<file path="config.mk">
export PLATFORM = sky130hd
export DESIGN_NAME = v86_irq_frame_seq
export DESIGN_NICKNAME = d
export VERILOG_FILES = /design/src/rtl/v86_irq_frame_seq.sv
export SDC_FILE = /design/constraint.sdc
export NUM_CORES = 1
export LEC_CHECK = 0
export ABC_AREA = 1
export BUFFER_PORTS_ARGS = -buffer_cell sky130_fd_sc_hd__buf_2
export CAP_MARGIN = 20
export CORE_AREA = 2 2 211 213
export DETAILED_ROUTE_END_ITERATION = 7
export DIE_AREA = 0 0 213 215
export SLEW_MARGIN = 20
export SYNTH_ARGS = -nofsm -noshare
export SYNTH_HDL_FRONTEND = slang
export SYNTH_SLANG_ARGS = --single-unit
</file>
<file path="constraint.sdc">
create_clock -name clk -period 2.5 [get_ports clk]
set_clock_uncertainty 0.2 [all_clocks]
set_input_delay 0.75 -clock clk [delete_from_list [all_inputs] [get_ports clk]]
set_output_delay 0.75 -clock clk [all_outputs]
set_load 0.005 [all_outputs]
</file>
<file path="src/rtl/v86_irq_frame_seq.sv">
module v86_irq_frame_seq (
  input  logic        clk,
  input  logic        rst_n,
  input  logic        start,
  input  logic [31:0] eflags_in,
  input  logic [31:0] esp_in,
  input  logic [31:0] eip_in,
  input  logic [15:0] cs_in,
  input  logic [15:0] ss_in,
  input  logic [15:0] ds_in,
  input  logic [15:0] es_in,
  input  logic [15:0] fs_in,
  input  logic [15:0] gs_in,
  input  logic [31:0] stk0_sp_in,
  input  logic [3:0]  gate_type,
  input  logic        tgt_conforming,
  input  logic [1:0]  tgt_dpl,
  input  logic [15:0] tgt_cs,
  input  logic [31:0] tgt_eip,
  output logic        push_valid,
  input  logic        push_ready,
  output logic [31:0] push_addr,
  output logic [31:0] push_data,
  output logic        gp_fault,
  output logic [15:0] gp_code,
  output logic        done,
  output logic [31:0] eflags_out,
  output logic [15:0] cs_out,
  output logic [31:0] eip_out,
  output logic [31:0] esp_out,
  output logic [15:0] gs_out,
  output logic [15:0] fs_out,
  output logic [15:0] ds_out,
  output logic [15:0] es_out,
  output logic [1:0]  cpl_out
);
  localparam logic [31:0] FLAG_CLR  = 32'h0002_0300;
  localparam logic [3:0]  LAST_IDX  = 4'd8;
  localparam logic [3:0]  SEG_IDX   = 4'd3;
  localparam logic [31:0] WORD      = 32'd4;

  logic        busy_q;
  logic [3:0]  idx_q;
  logic [31:0] sp_q, flags_tmp, old_esp, t_eip;
  logic [15:0] old_ss, t_cs;

  wire gate_ok = (gate_type == 4'd14 || gate_type == 4'd15) && !tgt_conforming && tgt_dpl == 2'd0;
  wire idle_st = start && !busy_q;
  wire hs      = busy_q && push_ready;

  assign push_valid = busy_q;
  assign push_addr  = sp_q;

  always_comb begin
    case (idx_q)
      4'd0:    push_data = {16'h0, gs_out};
      4'd1:    push_data = {16'h0, fs_out};
      4'd2:    push_data = {16'h0, ds_out};
      4'd3:    push_data = {16'h0, es_out};
      4'd4:    push_data = {16'h0, old_ss};
      4'd5:    push_data = old_esp;
      4'd6:    push_data = flags_tmp;
      4'd7:    push_data = {16'h0, cs_out};
      default: push_data = eip_out;
    endcase
  end

  always_ff @(posedge clk) begin
    if (!rst_n) begin
      busy_q <= 1'b0;  idx_q <= '0;  sp_q <= '0;
      flags_tmp <= '0; old_esp <= '0; old_ss <= '0; t_cs <= '0; t_eip <= '0;
      gp_fault <= 1'b0; gp_code <= '0; done <= 1'b0;
      eflags_out <= 32'h2; cs_out <= '0; eip_out <= '0; esp_out <= '0;
      gs_out <= '0; fs_out <= '0; ds_out <= '0; es_out <= '0;
      cpl_out <= 2'd3;
    end else begin
      done     <= 1'b0;
      gp_fault <= 1'b0;
      if (idle_st && !gate_ok) begin
        gp_fault <= 1'b1;
        gp_code  <= tgt_cs;
      end
      if (idle_st && gate_ok) begin
        busy_q     <= 1'b1;
        idx_q      <= '0;
        sp_q       <= stk0_sp_in - WORD;
        flags_tmp  <= eflags_in;
        eflags_out <= eflags_in & ~FLAG_CLR;
        old_esp    <= esp_in;
        old_ss     <= ss_in;
        t_cs       <= tgt_cs;
        t_eip      <= tgt_eip;
        cs_out     <= cs_in;
        eip_out    <= eip_in;
        gs_out     <= gs_in;
        fs_out     <= fs_in;
        ds_out     <= ds_in;
        es_out     <= es_in;
      end
      if (hs) begin
        idx_q <= idx_q + 4'd1;
        sp_q  <= sp_q - WORD;
        if (idx_q == SEG_IDX) begin
          gs_out <= '0; fs_out <= '0; ds_out <= '0; es_out <= '0;
        end
        if (idx_q == LAST_IDX) begin
          busy_q  <= 1'b0;
          done    <= 1'b1;
          cs_out  <= t_cs;
          eip_out <= t_eip;
          esp_out <= sp_q;
          cpl_out <= 2'd0;
        end
      end
    end
  end
endmodule

</file>
==> impl_metrics.json <==
{
  "numCtsBuffers": 38,
  "drt_wl_total_mm": 61.66,
  "fin_cells": 3236,
  "port_buffers": 539,
  "grt_use_total_pct": 25.81,
  "design.core.area_um2": 43640,
  "ys_types": 45,
  "hold_viol_final": 0,
  "yosys_warnings": 0,
  "cts_max_level": 2,
  "path_delay_family": "buffers and inverters",
  "gp_congestion": 0.8998,
  "synth_top_family_by_area": "compound AO/OA/AOI/OAI gates",
  "synthCells": 1961,
  "antenna_found_initial": 20,
  "timing.hold.ws_ps": 223.2,
  "critical_path_buf_inv_count": 4,
  "synth-xor-area-share_pct": 0.3027,
  "grt_overflow": 0,
  "yosys.area_share.simple_pct": 17.30,
  "slew_viol_final": 0,
  "die_area_um2": 45800,
  "drtIter0Drc": 1371,
  "path_max_fanout": 16,
  "clkTransAtPathRegs_ps": 60,
  "crit_required_ps": 1550,
  "startpoint_type": "register",
  "synth_top_area_share_pct": 45.52,
  "firstDrtPassIters": 7,
  "p_comb_share_pct": 6.7,
  "area_delta_synth_final_pct": 50.00,
  "grt_max_degree": 102,
  "final.setup.worst_slack_ps": -688.6,
  "status": "finished, violations left",
  "synth_top_area_cell": "dfxtp_1",
  "crit_path_cell_trace": "inv_4 > ha_4 > nand2_2 > buf_6 > o22ai_1 > nor4_1 > buf_4 > nand2_1 > buf_2",
  "clkPwrFrac_pct": 47.6,
  "violations": "negative setup slack",
  "root_buffer": "clkbuf_16",
  "multiInputGateArea_um2": 7101,
  "final_nets": 2884,
  "fp-row-count": 77,
  "worst_slew_pin_slew_ps": 637.8,
  "p_sw_uw": 2744,
  "rsz0062_at_grt": "true",
  "power.internal_uw": 8914,
  "synthMuxAreaShare_pct": 0.06918,
  "arrival_ps": 2240,
  "cts_hold_buf": 0,
  "power_density_nw_per_um2": 537.2,
  "drtAntennaViolNets": 0,
  "finalCritPeriodShare_pct": 127.5,
  "crit_type": "register to primary output",
  "die_y_um": 215,
  "routed_via_density": 4.995,
  "synth_compound_area_share_pct": 23.97,
  "avgSynthCellArea_um2": 7.378,
  "synth-seq-cells": 329,
  "fin_crit_ps": 3189,
  "grt_pass1_vias": 15430,
  "die_w_um": 213,
  "setup_violations": 32,
  "hold_path.class": "input pin to register",
  "yosysSeqAreaShare_pct": 45.52,
  "swShare_pct": 23.54,
  "slowest_delay_ps": 400,
  "nFillCells": 4282,
  "drc": 0,
  "seq_area_um2": 6599,
  "drive_above_1_share_pct": 37.73,
  "p_leak_uw": 0.009690,
  "start_util_pct": 33.15,
  "clock-sinks": 329,
  "critPathSlowestCell": "dfxtp_4",
  "cap_violations": 0,
  "hpwlAfterDp_mm": 45.79,
  "synth_area_leaders": "dfxtp_1 46%, o21ai_0 7.4%, nand2_1 7.4%",
  "wl_per_cell_um": 19.05,
  "max_slew_margin_pct": 57.48,
  "io_pins": 544,
  "ir_drop_mv": 0.4420,
  "cts_tree": "yes",
  "synth_fa_ha_area_share_pct": 0.4324,
  "routed-via-count": 16160,
  "timing.fmax_ghz": 0.3136,
  "setup.worst_path.end_class": "primary output",
  "grt_pass1_wl_mm": 90.39,
  "dp_cells": 3113,
  "clock_path_buffers": 3,
  "syn_area_um2": 14470,
  "p_seq_share_pct": 45.7,
  "clkLatencyLatePin_ps": 550
}
per-stage QoR:
| stage | utilization [%] | setup TNS, ps | setup WS (ps) | instance area (µm²) | total power (µW) |
|---|---|---|---|---|---|
| floorplan | - | 0 | 6.179 | 14490 | 5739 |
| global placement | 43.16 | -16400 | -578.2 | 18840 | 6203 |
| detailed placement | 43.16 | -17090 | -674.6 | 18840 | 6206 |
| CTS | 48.85 | -21420 | -722.5 | 21320 | 11780 |
| global route | 49.70 | -22780 | -777.8 | 21690 | 12100 |
| finish | 49.73 | -20300 | -688.6 | 21700 | 11660 |
repair_timing:
item | CTS | global route
gates cloned | 10 | 0
setup buffers | 25 | 6
setup endpoints to repair | 32 | 32
hold endpoints to repair | 0 | 0
pin swaps | 39 | 24
gates resized for setup | 163 | 79
state kept, by name, summed over array words and instances (netlist names), 32 cells and up:
register	cells
old_esp	32
eip_out	32
flags_tmp	32
push_addr	32
t_eip	32
esp_out	32
worst register-to-register path: stages, from the launching register on:
cell and delay (ps):
dfxtp_1 400, nand2_4 140, buf_12 180, nand2_1 130, nand2_2 90, nor2_1 140, nand2_1 120, nor2_1 240
nand2_1 110, o21ai_1 150, nand2_1 90, a21oi_1 140
logic make-up (layout without fill, tap and decap cells):
logic type | after synthesis | in the layout
flops | 329 | 329
fa+ha+maj | 5 | 5
mux | 1 | 1
buf+inv | 425 | 1085
compound gates | 593 | 593
simple gates | 602 | 603
other cells | 1 | 23
xor+xnor | 5 | 5
area by class of cell:
type / count / share of cell area [%]
timing repair buffer: 750 / 22.81
tap: 592 / 3.413
antenna: 20 / 0.2306
multi-input combinational: 1210 / 32.72
sequential: 329 / 30.40
timing repair inverter: 1 / 0.05189
clock inverter: 10 / 0.3747
inverter: 266 / 4.716
clock buffer: 58 / 5.287
metal layers:
layer  global-route usage [%]  share of wire (%)
met4                    11.07                3.8
met2                    44.69                 49
met3                    5.217                7.1
met1                    30.76                 40
met5                        0              0.019
synth_stat cells, drive strengths merged:
cell type and instances:
nand4 5, ha 5, o21ai 245, nand3b 1, o21a 1, a31oi 6
o21bai 2, dfxtp 329, o211ai 6, mux2i 1, nand2 291, nand3 80
a221oi 1, a21oi 143, o2111ai 13, xnor2 2, a22o 12, clkbuf 87
xor2 3, nor3b 1, o221ai 16, buf 72, nor3 15, conb 1
nor2 206, a211oi 65, inv 263, or2 1, o22ai 83, clkinv 3
nor4 2
path summary, 6_finish.rpt:
path | endpoint | depth (start not counted) | startpoint | slack (ps)
max | push_data[3] | 9 | idx_q[1] | -690
min | cs_out[0] | 3 | cs_in[0] | 220
max reg2reg | push_addr[20] | 11 | push_valid | 290
min reg2reg | esp_out[4] | 2 | esp_out[4] | 250
power by group through the flow:
stage | logic [µW] | clock network (µW) | registers (µW)
2_1_floorplan | 299 | 0 | 5440
3_3_place_gp | 760 | 0 | 5440
3_5_place_dp | 763 | 0 | 5440
4_1_cts | 776 | 5680 | 5320
5_1_grt | 853 | 5920 | 5330
6_report | 779 | 5550 | 5330
cell usage in the layout, fill, tap and decap left out, types with 14 or more instances in the layout:
master     instances
o21ai_1           21
nand2_2           22
buf_2            530
buf_4            150
o21ai_0          215
buf_6             30
inv_2             14
nor2_1           186
nand2_1          258
a211oi_1          64
a21oi_1          143
nand3_1           48
o22ai_1           68
diode_2           20
nand3_4           14
clkbuf_16         39
nand3_2           18
inv_1            243
dfxtp_1          325
buf_12            33
Note: power is estimated with default switching activity, not from simulation.
